===== config.mk =====
export PLATFORM = sky130hd
export DESIGN_NAME = apb_spi_host
export DESIGN_NICKNAME = d
export VERILOG_FILES = /design/src/rtl/apb_spi_host_pkg.sv /design/src/rtl/apb_spi_host_fifo.sv /design/src/rtl/apb_spi_host_regs.sv /design/src/rtl/apb_spi_host_engine.sv /design/src/rtl/apb_spi_host.sv
export SDC_FILE = /design/constraint.sdc
export NUM_CORES = 1
export LEC_CHECK = 0
export BUFFER_PORTS_ARGS = -buffer_cell sky130_fd_sc_hd__buf_2
export CAP_MARGIN = 15
export CELL_PAD_IN_SITES_DETAIL_PLACEMENT = 0
export CELL_PAD_IN_SITES_GLOBAL_PLACEMENT = 1
export CORE_ASPECT_RATIO = 1.5
export CORE_UTILIZATION = 46
export CTS_CLUSTER_SIZE = 20
export DETAILED_ROUTE_END_ITERATION = 7
export PLACE_DENSITY = 0.82
export SLEW_MARGIN = 15
export SYNTH_ARGS = -nofsm -noshare
export SYNTH_HDL_FRONTEND = slang
export SYNTH_SLANG_ARGS = --single-unit

===== constraint.sdc =====
create_clock -name clk -period 5.09 [get_ports clk]
set_input_delay 0.7635 -clock clk [delete_from_list [all_inputs] [get_ports clk]]
set_output_delay 0.7635 -clock clk [all_outputs]
set_load 0.01 [all_outputs]

===== src/rtl/apb_spi_host_pkg.sv =====
package apb_spi_host_pkg;

  localparam logic [7:0] OFS_CTRL = 8'h00;
  localparam logic [7:0] OFS_CNT  = 8'h04;
  localparam logic [7:0] OFS_EN   = 8'h08;
  localparam logic [7:0] OFS_SSEL = 8'h10;
  localparam logic [7:0] OFS_DIV  = 8'h14;
  localparam logic [7:0] OFS_THR  = 8'h18;
  localparam logic [7:0] OFS_TXL  = 8'h20;
  localparam logic [7:0] OFS_RXL  = 8'h24;
  localparam logic [7:0] OFS_STAT = 8'h28;
  localparam logic [7:0] OFS_MASK = 8'h2C;
  localparam logic [7:0] OFS_VER  = 8'h5C;
  localparam logic [7:0] OFS_DATA = 8'h60;

  localparam logic [31:0] HOST_VERSION = 32'h0001_0200;

  typedef enum logic [1:0] {
    XM_DUPLEX  = 2'd0,
    XM_TX_ONLY = 2'd1,
    XM_RX_ONLY = 2'd2,
    XM_PROM    = 2'd3
  } xfer_mode_e;

  typedef struct packed {
    xfer_mode_e mode;
    logic       cpol;
    logic       cpha;
    logic [3:0] bits_m1;
  } host_cfg_t;

endpackage


===== src/rtl/apb_spi_host_fifo.sv =====
module apb_spi_host_fifo #(
  parameter int W     = 16,
  parameter int DEPTH = 8,
  localparam int AW   = $clog2(DEPTH),
  localparam int LW   = AW + 1
) (
  input  logic          clk,
  input  logic          rst_n,
  input  logic          clr,
  input  logic          push,
  input  logic [W-1:0]  wdata,
  input  logic          pop,
  output logic [W-1:0]  rdata,
  output logic [LW-1:0] level,
  output logic          full,
  output logic          empty
);

  logic [W-1:0]  mem [DEPTH];
  logic [AW-1:0] wptr_q, wptr_d, rptr_q, rptr_d;
  logic [LW-1:0] lvl_q, lvl_d;
  logic          do_push, do_pop;

  assign full    = (lvl_q == LW'(DEPTH));
  assign empty   = (lvl_q == '0);
  assign do_push = push & ~full & ~clr;
  assign do_pop  = pop & ~empty & ~clr;
  assign rdata   = empty ? '0 : mem[rptr_q];
  assign level   = lvl_q;

  always_comb begin
    wptr_d = wptr_q;
    rptr_d = rptr_q;
    lvl_d  = lvl_q;
    if (clr) begin
      wptr_d = '0;
      rptr_d = '0;
      lvl_d  = '0;
    end else begin
      if (do_push) wptr_d = wptr_q + 1'b1;
      if (do_pop)  rptr_d = rptr_q + 1'b1;
      lvl_d = lvl_q + LW'(do_push) - LW'(do_pop);
    end
  end

  always_ff @(posedge clk or negedge rst_n) begin
    if (!rst_n) begin
      wptr_q <= '0;
      rptr_q <= '0;
      lvl_q  <= '0;
    end else begin
      wptr_q <= wptr_d;
      rptr_q <= rptr_d;
      lvl_q  <= lvl_d;
    end
  end

  always_ff @(posedge clk) begin
    if (do_push) mem[wptr_q] <= wdata;
  end

endmodule


===== src/rtl/apb_spi_host_regs.sv =====
module apb_spi_host_regs
  import apb_spi_host_pkg::*;
#(
  parameter int DEPTH  = 8,
  parameter int SLAVES = 4,
  parameter int DIVW   = 16,
  parameter int CNTW   = 16,
  parameter int WW     = 16,
  localparam int AW    = $clog2(DEPTH),
  localparam int LW    = AW + 1
) (
  input  logic              clk,
  input  logic              rst_n,
  input  logic              psel,
  input  logic              penable,
  input  logic              pwrite,
  input  logic [7:0]        paddr,
  input  logic [31:0]       pwdata,
  output logic [31:0]       prdata,
  output logic              en,
  output host_cfg_t         cfg,
  output logic [9:0]        ctrl_raw,
  output logic [SLAVES-1:0] ssel,
  output logic [DIVW-1:0]   div,
  output logic [CNTW-1:0]   frame_cnt,
  output logic [AW-1:0]     thr,
  output logic              tx_push,
  output logic [WW-1:0]     tx_wdata,
  output logic              rx_pop,
  output logic              ro_kick,
  input  logic [LW-1:0]     tx_lvl,
  input  logic [LW-1:0]     rx_lvl,
  input  logic [WW-1:0]     rx_rdata,
  input  logic              tx_full,
  input  logic              tx_empty,
  input  logic              rx_full,
  input  logic              rx_empty,
  input  logic              busy
);

  logic              wr_acc, rd_acc, cfg_we;
  logic [9:0]        ctrl_q, ctrl_d;
  logic [CNTW-1:0]   cnt_q, cnt_d;
  logic              en_q, en_d;
  logic [SLAVES-1:0] ssel_q, ssel_d;
  logic [DIVW-1:0]   div_q, div_d;
  logic [AW-1:0]     thr_q, thr_d;
  logic [7:0]        mask_q, mask_d;
  logic              data_hit;

  assign wr_acc   = psel & penable & pwrite;
  assign rd_acc   = psel & penable & ~pwrite;
  assign cfg_we   = wr_acc & ~en_q;
  assign data_hit = (paddr == OFS_DATA);

  assign cfg.mode    = xfer_mode_e'(ctrl_q[9:8]);
  assign cfg.cpol    = ctrl_q[7];
  assign cfg.cpha    = ctrl_q[6];
  assign cfg.bits_m1 = ctrl_q[3:0];

  assign ctrl_raw  = ctrl_q;
  assign en        = en_q;
  assign ssel      = ssel_q;
  assign div       = div_q;
  assign frame_cnt = cnt_q;
  assign thr       = thr_q;

  assign tx_wdata = pwdata[WW-1:0];
  assign tx_push  = wr_acc & data_hit & en_q & (cfg.mode != XM_RX_ONLY);
  assign ro_kick  = wr_acc & data_hit & en_q & (cfg.mode == XM_RX_ONLY);
  assign rx_pop   = rd_acc & data_hit;

  always_comb begin
    ctrl_d = ctrl_q;
    cnt_d  = cnt_q;
    en_d   = en_q;
    ssel_d = ssel_q;
    div_d  = div_q;
    thr_d  = thr_q;
    mask_d = mask_q;
    if (wr_acc && paddr == OFS_EN)   en_d   = pwdata[0];
    if (wr_acc && paddr == OFS_MASK) mask_d = pwdata[7:0];
    if (cfg_we) begin
      unique case (paddr)
        OFS_CTRL: ctrl_d = pwdata[9:0];
        OFS_CNT:  cnt_d  = pwdata[CNTW-1:0];
        OFS_SSEL: ssel_d = pwdata[SLAVES-1:0];
        OFS_DIV:  div_d  = {pwdata[DIVW-1:1], 1'b0};
        OFS_THR:  if (pwdata < 32'(DEPTH)) thr_d = pwdata[AW-1:0];
        default: ;
      endcase
    end
  end

  always_ff @(posedge clk or negedge rst_n) begin
    if (!rst_n) begin
      ctrl_q <= 10'h007;
      cnt_q  <= '0;
      en_q   <= 1'b0;
      ssel_q <= '0;
      div_q  <= DIVW'(2);
      thr_q  <= '0;
      mask_q <= '0;
    end else begin
      ctrl_q <= ctrl_d;
      cnt_q  <= cnt_d;
      en_q   <= en_d;
      ssel_q <= ssel_d;
      div_q  <= div_d;
      thr_q  <= thr_d;
      mask_q <= mask_d;
    end
  end

  always_comb begin
    prdata = '0;
    unique case (paddr)
      OFS_CTRL: prdata = 32'(ctrl_q);
      OFS_CNT:  prdata = 32'(cnt_q);
      OFS_EN:   prdata = 32'(en_q);
      OFS_SSEL: prdata = 32'(ssel_q);
      OFS_DIV:  prdata = 32'(div_q);
      OFS_THR:  prdata = 32'(thr_q);
      OFS_TXL:  prdata = 32'(tx_lvl);
      OFS_RXL:  prdata = 32'(rx_lvl);
      OFS_STAT: prdata = {25'd0, 2'b00, rx_full, ~rx_empty, tx_empty, ~tx_full, busy};
      OFS_MASK: prdata = 32'(mask_q);
      OFS_VER:  prdata = HOST_VERSION;
      OFS_DATA: prdata = 32'(rx_rdata);
      default:  prdata = '0;
    endcase
  end

endmodule


===== src/rtl/apb_spi_host_engine.sv =====
module apb_spi_host_engine
  import apb_spi_host_pkg::*;
#(
  parameter int SLAVES = 4,
  parameter int DIVW   = 16,
  parameter int CNTW   = 16,
  parameter int WW     = 16,
  localparam int BW    = $clog2(WW) + 1,
  localparam int EW    = BW + 1
) (
  input  logic              clk,
  input  logic              rst_n,
  input  logic              en,
  input  host_cfg_t         cfg,
  input  logic [DIVW-1:0]   div,
  input  logic [CNTW-1:0]   frame_cnt,
  input  logic [SLAVES-1:0] ssel,
  input  logic              ro_kick,
  input  logic              tx_empty,
  input  logic [WW-1:0]     tx_rdata,
  output logic              tx_pop,
  output logic              rx_push,
  output logic [WW-1:0]     rx_wdata,
  output logic              busy,
  output logic              sclk,
  output logic              mosi,
  input  logic              miso,
  output logic [SLAVES-1:0] ss_n
);

  typedef enum logic {EN_IDLE, EN_RUN} eng_state_e;

  eng_state_e      state_q, state_d;
  logic [DIVW-2:0] hcnt_q, hcnt_d, half, half_m1;
  logic [EW-1:0]   edge_q, edge_d, edges_tot;
  logic            phase_q, phase_d;
  logic            mosi_q, mosi_d;
  logic [WW-1:0]   tx_sr_q, tx_sr_d, rx_sr_q, rx_sr_d;
  logic [CNTW:0]   left_q, left_d;
  logic [BW-1:0]   nbits;
  logic [WW:0]     full_mask;
  logic            tick, lead, sample, load, ro_mode;
  logic [WW-1:0]   ld_word, ld_just;

  assign ro_mode   = (cfg.mode == XM_RX_ONLY);
  assign nbits     = BW'(cfg.bits_m1) + BW'(1);
  assign edges_tot = {1'b0, nbits} << 1;
  assign half      = div[DIVW-1:1];
  assign half_m1   = (half == '0) ? '0 : half - 1'b1;
  assign tick      = (hcnt_q == half_m1);
  assign lead      = ~edge_q[0];
  assign sample    = lead ^ cfg.cpha;
  assign full_mask = ({{WW{1'b0}}, 1'b1} << nbits) - 1'b1;
  assign ld_word   = ro_mode ? '1 : tx_rdata;
  assign ld_just   = ld_word << (BW'(WW) - nbits);

  assign busy     = (state_q == EN_RUN);
  assign sclk     = cfg.cpol ^ phase_q;
  assign mosi     = mosi_q;
  assign rx_wdata = rx_sr_q & full_mask[WW-1:0];
  assign ss_n     = busy ? ~ssel : '1;

  always_comb begin
    state_d = state_q;
    hcnt_d  = hcnt_q;
    edge_d  = edge_q;
    phase_d = phase_q;
    mosi_d  = mosi_q;
    tx_sr_d = tx_sr_q;
    rx_sr_d = rx_sr_q;
    left_d  = left_q;
    load    = 1'b0;
    tx_pop  = 1'b0;
    rx_push = 1'b0;

    unique case (state_q)
      EN_IDLE: begin
        phase_d = 1'b0;
        hcnt_d  = '0;
        if (ro_kick) begin
          left_d = {1'b0, frame_cnt} + 1'b1;
          load   = 1'b1;
        end else if (!ro_mode && !tx_empty) begin
          load = 1'b1;
        end
      end
      EN_RUN: begin
        if (!tick) begin
          hcnt_d = hcnt_q + 1'b1;
        end else begin
          hcnt_d = '0;
          if (edge_q == edges_tot) begin
            rx_push = (cfg.mode != XM_TX_ONLY);
            if (ro_mode ? (left_q > 1) : !tx_empty) begin
              load = 1'b1;
              if (ro_mode) left_d = left_q - 1'b1;
            end else begin
              state_d = EN_IDLE;
            end
          end else begin
            phase_d = ~phase_q;
            edge_d  = edge_q + 1'b1;
            if (sample) begin
              rx_sr_d = {rx_sr_q[WW-2:0], miso};
            end else begin
              mosi_d  = tx_sr_q[WW-1];
              tx_sr_d = tx_sr_q << 1;
            end
          end
        end
      end
      default: state_d = EN_IDLE;
    endcase

    if (load) begin
      state_d = EN_RUN;
      edge_d  = '0;
      hcnt_d  = '0;
      phase_d = 1'b0;
      tx_pop  = ~ro_mode;
      if (!cfg.cpha) begin
        mosi_d  = ld_just[WW-1];
        tx_sr_d = ld_just << 1;
      end else begin
        tx_sr_d = ld_just;
      end
    end

    if (!en) begin
      state_d = EN_IDLE;
      phase_d = 1'b0;
      left_d  = '0;
      tx_pop  = 1'b0;
      rx_push = 1'b0;
    end
  end

  always_ff @(posedge clk or negedge rst_n) begin
    if (!rst_n) begin
      state_q <= EN_IDLE;
      hcnt_q  <= '0;
      edge_q  <= '0;
      phase_q <= 1'b0;
      mosi_q  <= 1'b0;
      tx_sr_q <= '0;
      rx_sr_q <= '0;
      left_q  <= '0;
    end else begin
      state_q <= state_d;
      hcnt_q  <= hcnt_d;
      edge_q  <= edge_d;
      phase_q <= phase_d;
      mosi_q  <= mosi_d;
      tx_sr_q <= tx_sr_d;
      rx_sr_q <= rx_sr_d;
      left_q  <= left_d;
    end
  end

endmodule


===== src/rtl/apb_spi_host.sv =====
module apb_spi_host
  import apb_spi_host_pkg::*;
#(
  parameter int DEPTH  = 8,
  parameter int SLAVES = 4,
  parameter int DIVW   = 16,
  parameter int CNTW   = 16,
  parameter int WW     = 16,
  localparam int AW    = $clog2(DEPTH),
  localparam int LW    = AW + 1
) (
  input  logic              clk,
  input  logic              rst_n,
  input  logic              psel,
  input  logic              penable,
  input  logic              pwrite,
  input  logic [7:0]        paddr,
  input  logic [31:0]       pwdata,
  output logic [31:0]       prdata,
  output logic              sclk,
  output logic              mosi,
  input  logic              miso,
  output logic [SLAVES-1:0] ss_n
);

  host_cfg_t         cfg_w;
  logic [9:0]        ctrl_w;
  logic              en_w, busy_w;
  logic [SLAVES-1:0] ssel_w;
  logic [DIVW-1:0]   div_w;
  logic [CNTW-1:0]   cnt_w;
  logic [AW-1:0]     thr_w;
  logic              tx_push_w, tx_pop_w, rx_push_w, rx_pop_w, ro_kick_w;
  logic [WW-1:0]     tx_wdata_w, tx_rdata_w, rx_wdata_w, rx_rdata_w;
  logic [LW-1:0]     tx_lvl_w, rx_lvl_w;
  logic              tx_full_w, tx_empty_w, rx_full_w, rx_empty_w;

  apb_spi_host_regs #(
    .DEPTH(DEPTH), .SLAVES(SLAVES), .DIVW(DIVW), .CNTW(CNTW), .WW(WW)
  ) regs_i (
    .clk(clk), .rst_n(rst_n),
    .psel(psel), .penable(penable), .pwrite(pwrite), .paddr(paddr),
    .pwdata(pwdata), .prdata(prdata),
    .en(en_w), .cfg(cfg_w), .ctrl_raw(ctrl_w), .ssel(ssel_w), .div(div_w),
    .frame_cnt(cnt_w), .thr(thr_w),
    .tx_push(tx_push_w), .tx_wdata(tx_wdata_w), .rx_pop(rx_pop_w),
    .ro_kick(ro_kick_w),
    .tx_lvl(tx_lvl_w), .rx_lvl(rx_lvl_w), .rx_rdata(rx_rdata_w),
    .tx_full(tx_full_w), .tx_empty(tx_empty_w),
    .rx_full(rx_full_w), .rx_empty(rx_empty_w), .busy(busy_w)
  );

  apb_spi_host_fifo #(.W(WW), .DEPTH(DEPTH)) txq_i (
    .clk(clk), .rst_n(rst_n), .clr(~en_w),
    .push(tx_push_w), .wdata(tx_wdata_w),
    .pop(tx_pop_w), .rdata(tx_rdata_w),
    .level(tx_lvl_w), .full(tx_full_w), .empty(tx_empty_w)
  );

  apb_spi_host_fifo #(.W(WW), .DEPTH(DEPTH)) rxq_i (
    .clk(clk), .rst_n(rst_n), .clr(~en_w),
    .push(rx_push_w), .wdata(rx_wdata_w),
    .pop(rx_pop_w), .rdata(rx_rdata_w),
    .level(rx_lvl_w), .full(rx_full_w), .empty(rx_empty_w)
  );

  apb_spi_host_engine #(
    .SLAVES(SLAVES), .DIVW(DIVW), .CNTW(CNTW), .WW(WW)
  ) eng_i (
    .clk(clk), .rst_n(rst_n), .en(en_w), .cfg(cfg_w), .div(div_w),
    .frame_cnt(cnt_w), .ssel(ssel_w), .ro_kick(ro_kick_w),
    .tx_empty(tx_empty_w), .tx_rdata(tx_rdata_w), .tx_pop(tx_pop_w),
    .rx_push(rx_push_w), .rx_wdata(rx_wdata_w), .busy(busy_w),
    .sclk(sclk), .mosi(mosi), .miso(miso), .ss_n(ss_n)
  );

endmodule


==> qor.csv, run 1 <==
metric,value,unit
status,"finished, violations left",
failing checks,DRC,
DRT antenna net count,0,
DRC viols,2,
Sw Share,21.9,%
fill cell count,3744,
Worst-Margin Slew,1040,ps
CP max FO,9,
PD cells,290,nW/um^2
Power Total,6.58,mW
most frequent cell after synthesis,edfxtp_1,
die area,45100,um^2
routed vias,14000,
part of the total power dissipated in combinational logic,3.6,%
slew margin rel.,30.2,%
Synth top area share,37.8,%
Register Area,11400,um^2
share of layout cells above drive strength 1,21.2,%
hpwl dp,39500,um
Final Critical Period,4560,ps
"top cells by area, synth","edfxtp_1 38%, dfrtp_1 18%, mux4_2 6.9%, mux2_2 4.4%, nor2_1 2.3%",
area grow syn2layout,11.4,%
gr usage total,24.4,%
synthesized area per cell,12.6,um^2
clk slew on worst S/H paths,60,ps
clock skew,14.6,ps
"FF+latch count, synth",406,
routed wire length,54500,um
Post-Synthesis Cells,1617,
Core ar.,43800,um^2
met2 Resource Use GR,44.5,%
max cap viols,0,
ant diodes,0,
Layout Nets,1765,
max-slew violation count,0,
Hold Buf Count CTS,0,
vias per cell,6.09,
die height,260,um
Final Hold Viols,0,
M1 GR Usage,28.0,%
Internal,5.14,mW
cts bufs inserted,40,
DIE WIDTH,174,um
gr busiest metal,met2,
register area share after synthesis,56.3,%
Final Setup Violations,0,
vias in the first global route,14000,
CP arrival,4990,ps
RSZ-0062 raised after global routing,no,
DP Area,21400,um^2
num rows,94,
clock share of power,43.0,%
H-tree Lvls,2,
clk sinks,406,
DRT iter0 DRCs,1035,
Yosys warning count,0,
Hold WC Path Type,primary input to async pin,
initial antenna violation count,4,
Synth Cell Area,20300,um^2
Initial DRT Pass Iterations,8,
GRT overflow,0,
maximum vdd drop,279,uV
worst-skew pair later-pin latency,550,ps
CTS tree,yes,
Worst setup SP type,flip-flop,
Critical Path RT,5520,ps
Avg WL per Cell,23.8,um
GRT met3 Usage,3.49,%
I/O pins,84,
leading area contributor after synthesis,edfxtp_1,
Clock Path Buffers,3,
WS Path Type,flip-flop to flip-flop,
root buf cell,clkbuf_16,
TNS Setup,0,ps
post-synthesis cell type count,90,
fin area,22700,um^2
gpl congestion,0.924,
largest net degree at the start of global routing,93,
"Setup Fix Bufs, Post-CTS",0,
Pleak,7.97,nW
global-route wire length before repair,82900,um
worst hold slack,269,ps
"Primary FF master, synth",edfxtp_1,
initial core utilization,46.5,%
area of the multi-input gates,8340,um^2
CTS resizes,0,
Seq pwr share,53.4,%
Final Cycle Share,89.6,%
ys async rst share,36.9,%
Synth top cells by count,"256 x edfxtp_1, 146 x dfrtp_1, 126 x nor2_1",
CP Capture Type,flip-flop,
f_max,0.219,GHz
P_sw,1.44,mW
Post-synth EDFFs,256,
PortBufs,68,
-- flip-flops by register name, summed over array words and instances, names as in the netlist, 3 cells and up --
signal	cells
txq_i.level	4
rxq_i.level	4
txq_i.wptr_q	3
regs_i.mask_q	8
eng_i.edge_q	6
regs_i.ctrl_raw	10
eng_i.tx_sr_q	16
regs_i.frame_cnt	16
eng_i.left_q	17
rxq_i.wptr_q	3
txq_i.rptr_q	3
rxq_i.mem	128
eng_i.rx_sr_q	16
regs_i.ssel	4
txq_i.mem	128
eng_i.hcnt_q	15
rxq_i.rptr_q	3
regs_i.thr	3
regs_i.div	15
-- cell families (layout without fill, tap and decap cells) --
family                     count (synthesis)  count (layout)  synth area share, %
adders and majority gates                 32              32                 2.04
other                                      1              15               0.0184
AOI/OAI and AO/OA                        299             299                 10.2
muxes                                    184             184                 13.4
and+or+nand+nor                          485             485                 12.2
buffers and inverters                    149             234                 3.20
DFF                                      406             406                 56.3
xor gates and xnor gates                  61              61                 2.63
-- path summary, 6_finish.rpt --
path | from | end | slack, ps | depth (start not counted)
setup reg to reg | regs_i.div[2] | txq_i.level[2] | 530 | 17
setup / recovery | regs_i.div[2] | txq_i.level[2] | 530 | 17
hold reg to reg | regs_i.ctrl_raw[4] | regs_i.ctrl_raw[4] | 510 | 1
max in group asynchronous | rst_n | txq_i.rptr_q[0] | 3730 | 2
hold / removal | rst_n | eng_i.tx_sr_q[2] | 270 | 1
min in group clk | miso | eng_i.rx_sr_q[0] | 460 | 2
-- power by group through the flow --
| stage | sequential (mW) | combinational (mW) | clock (mW) |
|---|---|---|---|
| final | 3.51 | 0.237 | 2.83 |
| after global routing | 3.51 | 0.258 | 3.00 |
| after CTS | 3.51 | 0.237 | 2.88 |
| after detailed placement | 3.58 | 0.237 | 0 |
| after global placement | 3.58 | 0.232 | 0 |
| after floorplan | 3.57 | 0.140 | 0 |
-- layer usage --
| layer | part of all wire (%) | up-vias |
|---|---|---|
| li1 | - | 6274 |
| met1 | 38 | 7035 |
| met2 | 52 | 526 |
| met3 | 5.4 | 125 |
| met4 | 4.7 | 6 |
| met5 | 0.079 | - |
-- metrics by stage --
step	utilization [%]	setup slack, ps	cells
floorplan	-	86.3	1631
global placement	48.9	653	2221
detailed placement	48.9	555	2221
CTS	51.8	559	2292
global route	51.8	269	2292
finish	51.8	527	2292
-- final cells by class --
type,count,area share (%)
clock buffer,46,4.70
clock inverter,25,0.834
inverter,44,0.729
multi-input combinational,1076,36.8
sequential,406,50.5
tap,576,3.18
timing repair buffer,119,3.22
-- worst max-delay path, cell delays in order, from the launching register on --
cell and delay [ps]:
dfrtp_1 470, inv_1 90, ha_1 220, or3b_2 550
nor4_2 480, a31o_2 180, a21oi_1 60, o21ai_0 400
and3_1 340, a31oi_2 130, nor2_1 280, and2_1 180
ha_1 120, inv_1 40, ha_1 210, fa_1 380
xor2_1 170, and2_1 160
-- cells in the final DEF, fill, tap and decap left out, types with 12 or more instances in the layout --
cell type,n
a31oi_1,19
xnor2_1,33
a21oi_1,47
clkbuf_16,42
o22ai_1,12
ha_1,30
nor2b_1,17
nor4_1,19
and2_1,29
nor3_1,28
a22oi_1,28
mux2i_1,42
inv_1,43
buf_4,51
dfrtp_1,143
buf_2,67
xor2_1,28
and3_1,15
mux2_2,80
edfxtp_1,256
nand4_1,22
o21ai_0,70
or3_1,17
nor2_1,126
nand3_1,46
nand2b_1,19
nand2_1,99
mux4_2,62
conb_1,15
Power figures use the tool's default switching activity.
==> run 2, diff against run 1 <==
--- a/config.mk
+++ b/config.mk
@@ -10,10 +10,11 @@
 export CELL_PAD_IN_SITES_DETAIL_PLACEMENT = 0
 export CELL_PAD_IN_SITES_GLOBAL_PLACEMENT = 1
 export CORE_ASPECT_RATIO = 1.5
+export CORE_MARGIN = 2
 export CORE_UTILIZATION = 46
 export CTS_CLUSTER_SIZE = 20
 export DETAILED_ROUTE_END_ITERATION = 7
-export PLACE_DENSITY = 0.82
+export PLACE_DENSITY = 0.86
 export SLEW_MARGIN = 15
 export SYNTH_ARGS = -nofsm -noshare
 export SYNTH_HDL_FRONTEND = slang
==> qor.csv, run 2 (synthesis gave the netlist of run 1 again) <==
metric,value,unit,change
status,finished clean,,"was finished, violations left"
Top Family by Delay on Critical Path,simple AND/OR/NAND/NOR gates,,unchanged
die height,262,um,was 260 um
die area,45900,um^2,"was 45,100 um^2"
vias per cell,6.13,,was 6.09
CP Capture Type,flip-flop,,unchanged
"commonest non-fill, non-tap cells in the layout","256 x edfxtp_1, 143 x dfrtp_1, 126 x nor2_1, 99 x nand2_1, 80 x mux2_2",,unchanged
Place WS,575,ps,was 555 ps
CTS tree,yes,,unchanged
vias in the first global route,14200,,"was 14,000"
I/O pins,84,,unchanged
clk sinks,406,,unchanged
routed wire length,54800,um,"was 54,500 um"
CP Launch Point,regs_i.div[2],,unchanged
max-slew violation count,0,,unchanged
Final Cycle Share,89.7,%,was 89.6%
share of layout cells above drive strength 1,21.0,%,was 21.2%
metal3 WL,2650,um,was 2930 um
Worst-Margin Slew,1040,ps,about the same
slew margin rel.,30.5,%,was 30.2%
global-route wire length before repair,83400,um,"was 82,900 um"
gpl congestion,0.928,,was 0.924
biggest regs,"rxq_i.mem (128), txq_i.mem (128), eng_i.left_q (17)",,unchanged
Critical Path RT,5540,ps,was 5520 ps
root buf cell,clkbuf_16,,unchanged
clock skew,20.5,ps,was 14.6 ps
Layout Nets,1762,,"was 1,765"
initial core utilization,46.5,%,unchanged
Worst path max stage delay,650,ps,was 550 ps
routed vias,14100,,"was 14,000"
DIE WIDTH,176,um,was 174 um
GRT overflow,0,,unchanged
Core ar.,43800,um^2,unchanged
Avg WL per Cell,23.9,um,was 23.8 um
Worst setup SP type,flip-flop,,unchanged
DRT iter0 DRCs,1170,,"was 1,035"
area grow syn2layout,12.0,%,was 11.4%
largest net degree at the start of global routing,58,,was 93
max cap viols,0,,unchanged
final core area utilization,52.1,%,was 51.8%
DP Area,21400,um^2,about the same
Initial DRT Pass Iterations,5,,was 8
Final Critical Period,4570,ps,was 4560 ps
Final WS setup,525,ps,was 527 ps
fin area,22800,um^2,"was 22,700 um^2"
WS Path Type,flip-flop to flip-flop,,unchanged
DRC viols,0,,was 2
Final Hold Viols,0,,unchanged
R2R Path Start,regs_i.div[2],,unchanged
"most common cell after layout, fill and taps aside",edfxtp_1,,unchanged
PortBufs,68,,unchanged
maximum vdd drop,354,uV,was 279 uV
TNS Setup,0,ps,unchanged
CP arrival,5020,ps,was 4990 ps
hpwl dp,39200,um,"was 39,500 um"
"Buf+Inv Stages, Crit Path",1,,was 2
"Setup Fix Bufs, Post-CTS",0,,unchanged
Hold Buf Count CTS,0,,unchanged
Critical Path Slowest Stage Cell,a2111oi_4,,was or3b_2
num rows,94,,unchanged
initial antenna violation count,1,,was 4
CP cell instances,inv_1 > ha_1 > or3b_2 > or4_4 > nor4_4 > a31oi_2 > nor4_4 > nand4_4 > a2111oi_4 > and2_1 > ha_1 > fa_1 > and2_1,,was inv_1 > ha_1 > or3b_2 > nor4_2 > a31o_2 > a21oi_1 > o21ai_0 > and3_1 > a31oi_2 > nor2_1 > and2_1 > ha_1 > inv_1 > ha_1 > fa_1 > xor2_1 > and2_1
Pleak,8.04,nW,was 7.97 nW
Final Setup Violations,0,,unchanged
CTS resizes,0,,unchanged
clk slew on worst S/H paths,60,ps,about the same
DR top layer,met5,,unchanged
H-tree Lvls,2,,unchanged
worst-skew pair later-pin latency,570,ps,was 550 ps
Power Total,6.85,mW,was 6.58 mW
gr usage total,23.8,%,was 24.4%
RSZ-0062 raised after global routing,no,,unchanged
Clock Path Buffers,3,,unchanged
Hold WC Path Type,primary input to async pin,,unchanged
PD cells,301,nW/um^2,was 290 nW/um^2
f_max,0.219,GHz,about the same
CP max FO,9,,unchanged
cts bufs inserted,39,,was 40
DRT antenna net count,0,,unchanged
WL met2,28500,um,about the same
WL met1,20800,um,"was 20,500 um"
[run 2: final cells by class]
type | instances | area, um^2
Inverter | 44 | 165
Fill cell | 3703 | 21000
Timing Repair Buffer | 117 | 727
Sequential cell | 406 | 11400
Multi-Input combinational cell | 1076 | 8340
Antenna cell | 1 | 2.50
Tap cell | 576 | 721
Clock inverter | 20 | 299
Clock buffer | 52 | 1070
[run 2: where the power goes]
part / total (mW) / leakage (nW) / internal (mW) / switching, mW
sequential: 3.51 / 4.07 / 3.50 / 0.0130
combinational: 0.241 / 3.31 / 0.0752 / 0.166
clock: 3.09 / 0.658 / 1.78 / 1.32
total: 6.85 / 8.04 / 5.35 / 1.50
[run 2: metal layers]
layer  global-route usage, %  vias up
li1                        -     6277
met1                    27.8     7151
met2                    43.3      500
met3                    2.83      127
met4                    12.3        2
met5                       0        -
[run 2: final timing paths]
check	depth (start not counted)	end	slack (ps)
max reg2reg	13	rxq_i.level[1]	520
max	13	rxq_i.level[1]	520
min	1	eng_i.left_q[11]	160
min reg2reg	2	eng_i.left_q[16]	510
max in group asynchronous	2	eng_i.tx_sr_q[2]	3730
min in group clk	2	eng_i.rx_sr_q[0]	460
[run 2: metrics by stage]
| stage | cells | hold slack (ps) |
|---|---|---|
| after floorplan | 1631 | 464 |
| after CTS | 2291 | 165 |
| after global routing | 2291 | 189 |
| final | 2292 | 162 |
| after detailed placement | 2219 | 500 |
| after global placement | 2219 | 487 |
